**config.mk**
```make
export PLATFORM = sky130hd
export DESIGN_NAME = lockCmdCtrl
export DESIGN_NICKNAME = d
export VERILOG_FILES = /design/src/rtl/lockCmdPkg.sv /design/src/rtl/lockCtrl.sv /design/src/rtl/lockData.sv /design/src/rtl/lockCmdCtrl.sv
export SDC_FILE = /design/constraint.sdc
export NUM_CORES = 1
export LEC_CHECK = 0
export ABC_AREA = 1
export BUFFER_PORTS_ARGS = -buffer_cell sky130_fd_sc_hd__buf_2
export CAP_MARGIN = 5
export CORE_ASPECT_RATIO = 0.6
export CORE_MARGIN = 2
export CORE_UTILIZATION = 45
export DETAILED_ROUTE_END_ITERATION = 10
export HOLD_SLACK_MARGIN = 0.05
export PLACE_DENSITY = 0.67
export SYNTH_ARGS = -nofsm -noshare
export SYNTH_HDL_FRONTEND = slang
export SYNTH_SLANG_ARGS = --single-unit
```
**constraint.sdc**
```tcl
create_clock -name clk -period 2.2 [get_ports clk]
set_input_delay 0.22 -clock clk [delete_from_list [all_inputs] [get_ports clk]]
set_output_delay 0.22 -clock clk [all_outputs]
set_load 0.03 [all_outputs]
```
**src/rtl/lockCmdPkg.sv**
```systemverilog
package lockCmdPkg;
  localparam logic [7:0] CMD_SETUP    = 8'h60;
  localparam logic [7:0] CMD_SETBLK   = 8'h01;
  localparam logic [7:0] CMD_SETPERM  = 8'hF1;
  localparam logic [7:0] CMD_CLRALL   = 8'hD0;
  localparam logic [7:0] CMD_CLRSTAT  = 8'h50;
  localparam logic [7:0] CMD_LOCKREAD = 8'hFF;

  typedef enum logic [1:0] {
    OP_NONE,
    OP_SETBLK,
    OP_SETPERM,
    OP_CLRALL
  } lockOp_e;

  // strobes from sequencer to lock datapath
  typedef struct packed {
    logic    applyOp;     // last busy cycle: commit or fail current op
    lockOp_e op;          // operation being committed
    logic    badSeq;      // setup followed by an unknown confirm
    logic    clrStat;     // clear-status command accepted
    logic    resetInClr;  // warm reset arrived during a clear
  } ctrlStrb_t;
endpackage

```
**src/rtl/lockCtrl.sv**
```systemverilog
module lockCtrl
  import lockCmdPkg::*;
#(
  parameter int BLK_W    = 3,
  parameter int BUSY_CYC = 4
) (
  input  logic             clk,
  input  logic             rstN,
  input  logic             porN,
  input  logic             wrEn,
  input  logic [7:0]       wrData,
  input  logic [BLK_W-1:0] wrBlk,
  output ctrlStrb_t        strb,
  output logic [BLK_W-1:0] opBlk,
  output logic             busy,
  output logic             statusMode
);
  localparam int CNT_W = $clog2(BUSY_CYC + 1);

  typedef enum logic [1:0] {ST_IDLE, ST_SETUP, ST_BUSY} seqState_e;

  seqState_e  st;
  logic [CNT_W-1:0] cnt;
  lockOp_e    curOp;
  lockOp_e    confirmOp;
  logic       ctrlRst;

  assign ctrlRst = !rstN || !porN;

  always_comb begin
    unique case (wrData)
      CMD_SETBLK:  confirmOp = OP_SETBLK;
      CMD_SETPERM: confirmOp = OP_SETPERM;
      CMD_CLRALL:  confirmOp = OP_CLRALL;
      default:     confirmOp = OP_NONE;
    endcase
  end

  always_ff @(posedge clk) begin
    if (ctrlRst) begin
      st         <= ST_IDLE;
      cnt        <= '0;
      curOp      <= OP_NONE;
      opBlk      <= '0;
      statusMode <= 1'b0;
    end else begin
      unique case (st)
        ST_IDLE: begin
          if (wrEn) begin
            if (wrData == CMD_SETUP) begin
              st         <= ST_SETUP;
              statusMode <= 1'b1;
            end else if (wrData == CMD_LOCKREAD) begin
              statusMode <= 1'b0;
            end
          end
        end
        ST_SETUP: begin
          if (wrEn) begin
            statusMode <= 1'b1;
            if (confirmOp != OP_NONE) begin
              st    <= ST_BUSY;
              cnt   <= CNT_W'(BUSY_CYC);
              curOp <= confirmOp;
              opBlk <= wrBlk;
            end else begin
              st <= ST_IDLE;
            end
          end
        end
        ST_BUSY: begin
          cnt <= cnt - 1'b1;
          if (cnt == CNT_W'(1)) begin
            st    <= ST_IDLE;
            curOp <= OP_NONE;
          end
        end
        default: st <= ST_IDLE;
      endcase
    end
  end

  always_comb begin
    strb.applyOp    = rstN && porN && (st == ST_BUSY) && (cnt == CNT_W'(1));
    strb.op         = curOp;
    strb.badSeq     = rstN && porN && (st == ST_SETUP) && wrEn && (confirmOp == OP_NONE);
    strb.clrStat    = rstN && porN && (st == ST_IDLE) && wrEn && (wrData == CMD_CLRSTAT);
    strb.resetInClr = !rstN && porN && (st == ST_BUSY) && (curOp == OP_CLRALL);
  end

  assign busy = (st == ST_BUSY);

  AST_BUSY_HOLDS: assert property (@(posedge clk) disable iff (ctrlRst)
    (busy && cnt != CNT_W'(1)) |=> busy);

  AST_ONE_ACTION: assert property (@(posedge clk) disable iff (ctrlRst)
    $onehot0({strb.applyOp, strb.badSeq, strb.clrStat}));

  AST_STATUS_AFTER_SETUP: assert property (@(posedge clk) disable iff (ctrlRst)
    (st == ST_IDLE && wrEn && wrData == CMD_SETUP) |=> statusMode);

  AST_BUSY_WINDOW: assert property (@(posedge clk) disable iff (ctrlRst)
    (st == ST_SETUP && wrEn && confirmOp != OP_NONE) |=> (busy && cnt == CNT_W'(BUSY_CYC)));
endmodule

```
**src/rtl/lockData.sv**
```systemverilog
module lockData
  import lockCmdPkg::*;
#(
  parameter int BLK_CNT = 8,
  parameter int BLK_W   = 3
) (
  input  logic             clk,
  input  logic             rstN,
  input  logic             porN,
  input  logic             vppOk,
  input  ctrlStrb_t        strb,
  input  logic [BLK_W-1:0] opBlk,
  input  logic [BLK_W-1:0] rdBlk,
  input  logic             busy,
  input  logic             statusMode,
  output logic [7:0]       rdData
);
  logic [BLK_CNT-1:0] blkLock;
  logic permLock;
  logic lockUnknown;
  logic errPerm, errVpp, errSet, errClr;
  logic vppFail, permFail, opFail, isClr;
  logic [7:0] statusByte, lockByte;

  assign vppFail  = !vppOk;
  assign permFail = vppOk && permLock && (strb.op != OP_SETPERM);
  assign opFail   = vppFail || permFail;
  assign isClr    = (strb.op == OP_CLRALL);

  // nonvolatile lock state: only power-on reset initialises it
  always_ff @(posedge clk) begin
    if (!porN) begin
      blkLock     <= '0;
      permLock    <= 1'b0;
      lockUnknown <= 1'b0;
    end else if (strb.resetInClr) begin
      lockUnknown <= 1'b1;
    end else if (strb.applyOp && !opFail) begin
      unique case (strb.op)
        OP_SETBLK:  blkLock[opBlk] <= 1'b1;
        OP_SETPERM: permLock <= 1'b1;
        OP_CLRALL: begin
          blkLock     <= '0;
          lockUnknown <= 1'b0;
        end
        default: ;
      endcase
    end
  end

  always_ff @(posedge clk) begin
    if (!rstN || !porN || strb.clrStat) begin
      errPerm <= 1'b0;
      errVpp  <= 1'b0;
      errSet  <= 1'b0;
      errClr  <= 1'b0;
    end else begin
      if (strb.badSeq) begin
        errSet <= 1'b1;
        errClr <= 1'b1;
      end
      if (strb.applyOp && opFail) begin
        if (vppFail)  errVpp  <= 1'b1;
        if (permFail) errPerm <= 1'b1;
        if (isClr) errClr <= 1'b1;
        else       errSet <= 1'b1;
      end
    end
  end

  assign statusByte = {!busy, 1'b0, errClr, errSet, errVpp, 1'b0, errPerm, 1'b0};
  assign lockByte   = {5'b0, lockUnknown, permLock, blkLock[rdBlk]};
  assign rdData     = (busy || statusMode) ? statusByte : lockByte;

  AST_PERM_STICKY: assert property (@(posedge clk) disable iff (!porN)
    permLock |=> permLock);

  AST_LOCKS_HOLD: assert property (@(posedge clk) disable iff (!porN)
    !strb.applyOp |=> $stable(blkLock));

  AST_NO_VPP_NO_CHANGE: assert property (@(posedge clk) disable iff (!porN)
    (strb.applyOp && !vppOk) |=> ($stable(blkLock) && $stable(permLock)));

  AST_CLEAR_PARALLEL: assert property (@(posedge clk) disable iff (!porN)
    (strb.applyOp && strb.op == OP_CLRALL && vppOk && !permLock) |=> (blkLock == '0 && !lockUnknown));

  AST_PERM_BLOCKS_SET: assert property (@(posedge clk) disable iff (!porN)
    (strb.applyOp && permLock && strb.op != OP_SETPERM) |=> $stable(blkLock));
endmodule

```
**src/rtl/lockCmdCtrl.sv**
```systemverilog
module lockCmdCtrl
  import lockCmdPkg::*;
#(
  parameter int BLK_CNT  = 8,
  parameter int BUSY_CYC = 4,
  localparam int BLK_W   = (BLK_CNT > 1) ? $clog2(BLK_CNT) : 1
) (
  input  logic             clk,
  input  logic             rstN,
  input  logic             porN,
  input  logic             vppOk,
  input  logic             wrEn,
  input  logic [BLK_W-1:0] busAddr,
  input  logic [7:0]       busData,
  output logic [7:0]       rdData,
  output logic             rdyBsy
);
  ctrlStrb_t        strb;
  logic [BLK_W-1:0] opBlk;
  logic             busy;
  logic             statusMode;

  lockCtrl #(.BLK_W(BLK_W), .BUSY_CYC(BUSY_CYC)) uCtrl (
    .clk(clk), .rstN(rstN), .porN(porN), .wrEn(wrEn), .wrData(busData),
    .wrBlk(busAddr), .strb(strb), .opBlk(opBlk), .busy(busy),
    .statusMode(statusMode)
  );

  lockData #(.BLK_CNT(BLK_CNT), .BLK_W(BLK_W)) uData (
    .clk(clk), .rstN(rstN), .porN(porN), .vppOk(vppOk), .strb(strb),
    .opBlk(opBlk), .rdBlk(busAddr), .busy(busy), .statusMode(statusMode),
    .rdData(rdData)
  );

  assign rdyBsy = !busy;
endmodule

```
## Word-level counts from Yosys, hierarchy flattened

Cells that the tools add are included.

- $add $sub $neg: 1
- Order comparisons: 3
- Eq/ne operators: 19
- Mux-type cells: 33
- Bitwise gates (word level): 3
- Reduce and logical (&&, ||, !) cells: 44

Operators by type and width:

| kind | count |
|---|---|
| == test 8 bit (second input constant) | 3 |
| logical AND 1 bit | 17 |
| == test 8 x 7 -> 1 bit (second input constant) | 2 |
| one-hot mux 8 bit (2 select lines) | 1 |
| 2-to-1 mux 1 bit | 15 |
| 2-to-1 mux 2 bit | 7 |
| one-hot mux 2 bit (3 select lines) | 2 |
| AND reduction 3 bit | 4 |
| AND reduction 4 bit | 3 |
| nonzero test 2 bit | 6 |
| == test 8 x 1 -> 1 bit (second input constant) | 1 |
| < comparator 3 x 4 -> 1 bit (second input constant) | 2 |
| 2-to-1 mux 8 bit | 1 |
| inequality test 2 bit (second input constant) | 4 |
| OR 8 bit | 1 |
| == test 2 bit (second input constant) | 3 |
| 2-to-1 mux 3 bit | 2 |
| one-hot mux 3 bit (2 select lines) | 1 |
| AND reduction 2 bit | 3 |
| logical NOT 1 bit | 5 |
| == test 2 x 1 -> 1 bit (second input constant) | 2 |
| logical NOT 2 bit | 2 |
| logical OR 1 bit | 4 |
| inequality test 2 x 1 -> 1 bit (second input constant) | 2 |
| other kinds (9) | 10 |

- Register bits after elaboration: 25
- Input bits: 16
- Output and inout bits: 9
- Logic and storage cells: 115

## Logic depth before layout (Yosys ltp)

Gate-level depths: netlist of run 1.

- Word-level depth: 7
- Mapped depth: 10
- Depth with buffers taken out: 10

## Hierarchy

Synthesis of run 1 repeated with hierarchy kept, for this count alone.

- Cell total of the unflattened synthesis: 249
- Area total of the unflattened synthesis: 1585.3 sq um

Modules (own cells, without submodules):

| module | times used | cells an instance | area an instance (sq um) | seq. area each (sq um) |
|---|---|---|---|---|
| lockData | 1 | 142 | 884.6 | 280.3 |
| lockCtrl | 1 | 106 | 696.9 | 220.2 |
| lockCmdCtrl | 1 | 1 | 3.8 | 0.0 |

## Least setup slack after synthesis of run 1

Ideal clock, no wire load.

- Path type: register to output
- From: register uCtrl.st[1]
- To: output rdData[1]
- Data arrival time: 1.401 ns
- Required time: 1.980 ns
- Setup slack: 0.579 ns
- Stages on the path, launching flop included: 5
- Buffers on the path: 0
- Path through: dfxtp_1 -> inv_2 -> nor2_8 -> nor2_1 -> o21ai_0

- Cells in the longest elaborated chain, start to end: 3

Ends and longest elaborated chain:

| what | RTL line | source |
|---|---|---|
| from (decl) | lockCtrl.sv:22 | `seqState_e st;` |
| from (signal assigned) | lockCtrl.sv:41 | `st <= ST_IDLE;` |
| from (signal assigned) | lockCtrl.sv:51 | `st <= ST_SETUP;` |
| from (signal assigned) | lockCtrl.sv:62 | `st <= ST_BUSY;` |
| == test 2 bit | lockCtrl.sv:91 | `assign busy = (st == ST_BUSY);` |
| logical OR 1 bit | lockData.sv:73 | `assign rdData = (busy \|\| statusMode) ? statusByte : lockByte;` |
| 2-to-1 mux 8 bit | lockData.sv:73 |  |
| to (decl) | lockCmdCtrl.sv:15 | `output logic [7:0] rdData,` |

No other way between the ends.

## Final worst setup path of run 1

- From: register uCtrl.st[0]
- To: output rdData[0]

Same word-level chain as after synthesis.

==> run summary, run 1 <==
Layout area overhead = 14.7%
Critical Path RT = 1.98 ns
post-DP HPWL = 2290 um
P_leak = 0.695 nW
RSZ-0062 raised after global routing = no
flops & latches, synth = 25
crit path capture type = primary output
Synth Area in Compound Gates = 0.178
CTS tree = done
routability congestion estimate = 0.768
Synth top area share = 0.359
Residual DRC = 0
postcts setup bufs = 0
initial antenna violation count = 0
die width = 75.9 um
post-synthesis mux area share = 0
Slew HR = 0.643
crit-path max FO = 10
Switching Power = 0.183 mW
clock network power share = 0.338
startpoint class of the critical path = flip-flop
Root Buffer = clkbuf_8
main combinational cell family by area after synthesis = simple AND/OR/NAND/NOR gates
Placed Area = 1560 sq um
Placement Rows = 15
Via density = 4.69
Mapped Area = 1400 sq um
vias in the first global route = 1028
Clk pin slew, worst setup/hold paths = 0.08 ns
Core Area = 2910 sq um
most frequent cells after synthesis = 43 x inv_1, 36 x nand2_1, 25 x a21oi_1, 25 x dfxtp_1, 19 x nor2_1
largest net degree at the start of global routing = 14
XOR/XNOR share of the synthesized area = 0.00628
Setup Crit Path Kind = flip-flop to primary output
antenna cells = 0
Synth cell types = 27
htree depth = 1
synth warn = 0
peak supply drop = 331 uV
drt wl/cell = 10.4 um
# hold bufs at CTS = 0
post-route ant nets = 0
setup violators final = 0
Avg Inst Size Synth = 6.84 sq um
Area contributors post-synth = dfxtp_1 36%, inv_1 12%, nand2_1 9.7%, a21oi_1 9.0%, nor2_1 5.1%
status = completed
first-pass GRT wire length = 4760 um
top sig layer = met4
Initial DRC Count = 64
TritonCTS Buffers = 3
final worst path period share = 0.829
HP Class = input pin to flip-flop
shortest period the worst path allows = 1.82 ns
Logic pwr share = 0.088
Final Core Density = 0.550
Power per Cell Area = 493 nW/um^2
Pint = 0.605 mW
Final Hold Fails = 0
Max Slew Vio Count = 0
routed length on met3 = 156 um
WL final = 2840 um
clk_skew = 0.00273 ns
footprint of the multi-input gates = 708 sq um
vias = 1275
Arrival @ worst endpoint = 1.60 ns
ys async rst share = 0
Synth area leader = dfxtp_1
IO buf count = 23
TritonCTS Sinks = 25
sequential power share = 0.573
Die ar. = 3580 sq um
Post-Layout Inst Area = 1600 sq um
Post-synth EDFFs = 0
fmax = 548 MHz
Nets = 249
Main synth FF type = dfxtp_1
Clock Path Buffers = 2
I/O Pins = 25
Slew @ Worst Pin = 0.530 ns
global route overflow = 0
clk_lat worst skew = 0.27 ns
most frequent cell after synthesis = inv_1
chip height = 47.1 um
Cells after Synth = 204
share of layout cells above drive strength 1 = 0.165
Fin Setup TNS = 0 ns
post_cts resized = 0
met1 WL = 1670 um
Total GRT Usage = 0.185
Reg area = 500 sq um
Starting Density = 0.480
switching part of the total power = 0.233
max cap viols = 0
Synth Area in Simple Gates = 0.302
synthesized netlist net count = 222
sequential area share after synthesis = 0.359
Fill cells = 277
routed wl met2 = 982 um
router iterations before antenna repair = 4
post-synthesis adder-cell area fraction = 0.0179
## cell usage in the layout, fill, tap and decap left out, drive strengths merged, types with 3 or more instances in the layout
cell and n:
nand2 39, dfxtp 25, nor3 3, o21ai 13, nand3 10, a21oi 25
clkbuf 4, nand4 9, nor2 23, buf 23, inv 45
## metal layers
| metal | global-route usage | vias to the layer above |
|---|---|---|
| met4 | 0.0632 | 0 |
| li1 | - | 712 |
| met5 | 0 | - |
| met1 | 0.291 | 529 |
| met3 | 0.0515 | 5 |
| met2 | 0.233 | 29 |
## area by class of cell
type	count	share of cell area
inverters	46	0.112
multi-input cells	132	0.443
repair buffers	23	0.0719
well taps	42	0.0328
flip-flops and latches	25	0.313
clock buffers	4	0.0281
## stage by stage
stage	power (mW)	instances	hold WS [ns]	worst slack [ns]
6_report	0.788	272	0.186	0.376
5_1_grt	0.822	272	0.178	0.242
4_1_cts	0.799	272	0.180	0.369
3_5_place_dp	0.532	268	0.445	0.644
3_3_place_gp	0.532	268	0.439	0.708
2_1_floorplan	0.503	204	0.322	0.579
## cell families after synthesis
group | after synthesis
simple gates | 84
buf+inv | 47
compound gates | 44
flops | 25
fa+ha+maj | 2
xor+xnor | 1
other cells | 1
## worst paths after layout
kind,cells after the start,startpoint,end,slack (ns)
worst min register to register,2,uData.blkLock[0]$_SDFFE_PN0P_,uData.blkLock[0]$_SDFFE_PN0P_,0.46
worst min-delay path,2,wrEn,uCtrl.st[0]$_SDFFE_PP0P_,0.19
worst max register to register,8,uCtrl.cnt[0]$_SDFFE_PP0P_,uData.lockUnknown$_SDFFE_PN0P_,0.65
worst max-delay path,5,uCtrl.st[0]$_SDFFE_PP0P_,rdData[0],0.38
## critical path, stage by stage (launching register included)
cell     delay, ns
dfxtp_1       0.45
nor2_8        0.09
nor2_1        0.37
nand2_1       0.10
a21oi_1       0.12
buf_2         0.21
## power groups by stage
stage | clock network [mW] | registers [mW] | logic [mW]
floorplan | 0 | 0.463 | 0.0402
global placement | 0 | 0.463 | 0.0696
detailed placement | 0 | 0.463 | 0.0691
CTS | 0.278 | 0.452 | 0.0693
global route | 0.290 | 0.452 | 0.0799
finish | 0.267 | 0.452 | 0.0697
## registers in the layout, indices dropped and copies added, names as in the netlist, 2 cells and up
name	count
uCtrl.cnt	3
uCtrl.curOp	2
uCtrl.opBlk	3
uCtrl.st	2
uData.blkLock	8
Note: power is estimated with default switching activity, not from simulation.
==> inputs of run 2 (changes only) <==
Settings changed: ABC_AREA 1 to 0, PLACE_DENSITY 0.67 to 0.7.
Clock period 2.2 ns to 1.47 ns, I/O delays scaled along.
==> run 2 against run 1 <==
  * The run now ends with setup timing left
  * Global-route usage increased by 2.8 points
  * Routed wire length increased by 19%
  * Sequential cell count unchanged
  * Sequential power increased by 49%
  * Critical path depth decreased by 1
  * Non-clock buffer count increased by 12
  * Total power increased by 50%
  * Worst hold slack got worse by 0.010 ns
  * Largest power group unchanged
==> run summary, run 2 <==
status = finished with violations
failing checks = setup timing
Clock Path Buffers = 2 (unchanged)
Layout area overhead = 29.9%
antenna cells = 0 (unchanged)
Main synth FF type = dfxtp_1
Switching Power = 0.271 mW (+47%)
TritonCTS Buffers = 3 (unchanged)
CP Cell Sequence = mux4_2 -> mux2i_2 -> nor3_1 -> buf_4
fmax = 608 MHz
clock network power share = 0.333 (-0.005)
Power per Cell Area = 689 nW/um^2 (+40%)
switching part of the total power = 0.229 (-0.00348)
Via density = 5.81 (+24%)
Clk pin slew, worst setup/hold paths = 0.08 ns (about the same)
hold worst-path end = uCtrl.opBlk[2]$_SDFFE_PP0P_
crit-path max FO = 2 (-8)
routability congestion estimate = 0.843 (+9.8%)
Fill cells = 236 (-15%)
most frequent cells after synthesis = 25 x dfxtp_1, 17 x nor2_1, 10 x a21oi_1
Placed Area = 1530 sq um (-1.4%)
Arrival @ worst endpoint = 1.50 ns (-0.10 ns)
Die ar. = 3390 sq um (-5.1%)
synthesized netlist net count = 170 (-23%)
commonest non-fill, non-tap cell in the layout = dfxtp_1
WHS Path Cells = 3 (+1)
I/O Pins = 25 (unchanged)
Cells after Synth = 152 (-25%)
Final Hold Fails = 0 (unchanged)
initial antenna violation count = 0 (unchanged)
flops & latches, synth = 25 (unchanged)
HP Class = input pin to flip-flop
Pwr Total = 1.18 mW (+50%)
Logic pwr share = 0.097 (+0.009)
post-DP HPWL = 2640 um (+15%)
Largest regs = uData.blkLock x8, uCtrl.cnt x3, uCtrl.opBlk x3
WL final = 3390 um (+19%)
worst hold start = busAddr[2]
ys async rst share = 0 (unchanged)
Setup Crit Path Kind = flip-flop to primary output
vias in the first global route = 1195 (+16%)
IO buf count = 23 (unchanged)
die width = 73.9 um (-2.6%)
htree depth = 1 (unchanged)
Synth cell types = 44 (+63%)
Final Worst Setup Slack = -0.174 ns (-0.550 ns)
Pint = 0.910 mW (+50%)
sequential area share after synthesis = 0.380 (+0.0208)
most frequent cell after synthesis = dfxtp_1
Critical Path RT = 1.32 ns (-0.66 ns)
final worst path period share = 1.12
Area contributors post-synth = dfxtp_1 38%, nor2_1 4.8%, a21oi_1 3.8%, nor2b_1 3.8%, mux4_2 3.4%
RSZ-0062 raised after global routing = yes
synth warn = 0 (unchanged)
setup violators final = 1 (+1)
Starting Density = 0.465 (-0.0142)
share of layout cells above drive strength 1 = 0.335 (+0.170)
sequential power share = 0.570 (-0.003)
crit path capture type = primary output
Post-synth EDFFs = 0 (unchanged)
Reg area = 510 sq um (+2.0%)
largest net degree at the start of global routing = 14 (unchanged)
CTS tree = done
router iterations before antenna repair = 4 (unchanged)
Reg with most FFs = uData.blkLock
Synth Area in Compound Gates = 0.234 (+0.0559)
Crit-path slowest cell = mux4_2
max cap viols = 0 (unchanged)
max reg flops = 8 (unchanged)
post-synthesis mux area share = 0.0503 (+0.0503)
clk_skew = 0.00615 ns (+0.00343 ns)
reg2reg start = uCtrl.cnt[1]$_SDFFE_PP0P_
worst-case reg-to-reg path depth = 7 (-1)
Synth Area in Simple Gates = 0.262 (-0.0404)
Max Slew Vio Count = 0 (unchanged)
first-pass GRT wire length = 5420 um (+14%)
TritonCTS Sinks = 25 (unchanged)
internal reg-to-reg setup slack = 0.05 ns (-0.60 ns)
post-synthesis adder-cell area fraction = 0.0190 (+0.00104)
Core Area = 2830 sq um (-2.6%)
Root Buffer = clkbuf_8
startpoint class of the critical path = flip-flop
Nets = 204 (-18%)
Mapped Area = 1320 sq um (-5.5%)
Placement Rows = 15 (unchanged)
footprint of the multi-input gates = 846 sq um (+19%)
Fin Setup TNS = -0.174 ns (-0.174 ns)
most frequent cells in the layout = 21 x dfxtp_1, 18 x buf_2, 15 x nor2_1
P_leak = 0.586 nW (-16%)
Post-Layout Inst Area = 1710 sq um (+7.0%)
vias = 1319 (+3.5%)
XOR/XNOR share of the synthesized area = 0.0133 (+0.00700)
shortest period the worst path allows = 1.64 ns
Avg Inst Size Synth = 8.68 sq um (+27%)
chip height = 45.9 um (-2.5%)
drt wl/cell = 14.9 um (+43%)
clk_lat worst skew = 0.26 ns (about the same)
Total GRT Usage = 0.213 (+0.0280)
Initial DRC Count = 92 (+44%)
Crit path largest cell delay = 0.47 ns (+0.02 ns)
Residual DRC = 0 (unchanged)
global route overflow = 0 (unchanged)
reg2reg end = uData.blkLock[1]$_SDFFE_PN0P_
peak supply drop = 322 uV (-2.7%)
Synth top area share = 0.380 (+0.0208)
post-route ant nets = 0 (unchanged)
main combinational cell family by area after synthesis = simple AND/OR/NAND/NOR gates
Synth area leader = dfxtp_1
-- run 2: changes by cell type after synthesis, sizes merged, moves of 4 or more --
cell	previous run	this run
inv	45	6
nand2	39	9
a21oi	25	10
nor2b	0	8
o21ai	13	5
nand4	9	2
o22ai	0	6
nor2	23	18
a31oi	1	5
a41oi	0	4
-- run 2: metal layers --
metal / vias up / share of wire / track usage
li1: 636 / - / -
met1: 612 / 0.48 / 0.290
met2: 65 / 0.44 / 0.336
met3: 6 / 0.072 / 0.0575
met4: 0 / 0.012 / 0.0582
met5: - / 0 / 0
-- run 2: layout make-up --
| cell class | count | area share |
|---|---|---|
| well taps | 42 | 0.0307 |
| clock buffers | 4 | 0.0263 |
| repair buffers | 35 | 0.138 |
| flip-flops and latches | 25 | 0.298 |
| inverters | 6 | 0.0131 |
| multi-input cells | 115 | 0.494 |
-- run 2: what timing repair did --
item | 4_1_cts | 5_1_grt
gates resized for setup | 9 | 26
buffers inserted | 0 | 2
hold buffers | 0 | 0
pin swaps | 0 | 8
endpoints found under the setup margin | 16 | 18
-- run 2: power by group through the flow --
stage               Sequential [mW]  Clock, mW  Combinational, mW
floorplan                     0.693          0             0.0513
global placement              0.693          0              0.101
detailed placement            0.693          0              0.104
CTS                           0.676      0.403              0.106
global route                  0.673      0.431              0.123
finish                        0.673      0.393              0.114
-- run 2: worst max-delay path by stage --
stage	startpoint	endpoint	slack [ns]	cells past startpoint
6_report	uData.blkLock[6]$_SDFFE_PN0P_	rdData[0]	-0.17	4
5_1_grt	uData.blkLock[7]$_SDFFE_PN0P_	rdData[0]	-0.20	4
3_5_place_dp	uCtrl.cnt[1]$_SDFFE_PP0P_	uData.errClr$_SDFF_PP0_	-0.02	7
4_1_cts	uData.blkLock[7]$_SDFFE_PN0P_	rdData[0]	-0.17	4
3_3_place_gp	uCtrl.cnt[1]$_SDFFE_PP0P_	uData.errClr$_SDFF_PP0_	0.06	7
2_1_floorplan	uCtrl.st[0]$_SDFFE_PP0P_	rdData[0]	0.03	3
-- run 2: worst max-delay path: cells and delay by family (launching register included) --
kind | cells | cell delay, ns
DFF | 1 | 0.34
and+or+nand+nor | 1 | 0.07
buffers and inverters | 1 | 0.17
muxes | 2 | 0.66
-- run 2: logic make-up (layout without fill, tap and decap cells) --
kind of cell               Yosys count  after routing
AOI/OAI and AO/OA                   41             41
and+or+nand+nor                     65             65
DFF                                 25             25
muxes                                4              4
buffers and inverters               12             45
xor gates and xnor gates             2              2
adders and majority gates            2              2
other                                1              1
-- run 2: metrics by stage --
stage,utilization,setup WS (ns),hold slack (ns),instances
floorplan,-,0.0259,0.265,152
global placement,0.541,0.0648,0.448,221
detailed placement,0.541,-0.0221,0.441,221
CTS,0.566,-0.173,0.164,225
global route,0.604,-0.201,0.172,227
finish,0.604,-0.174,0.175,227
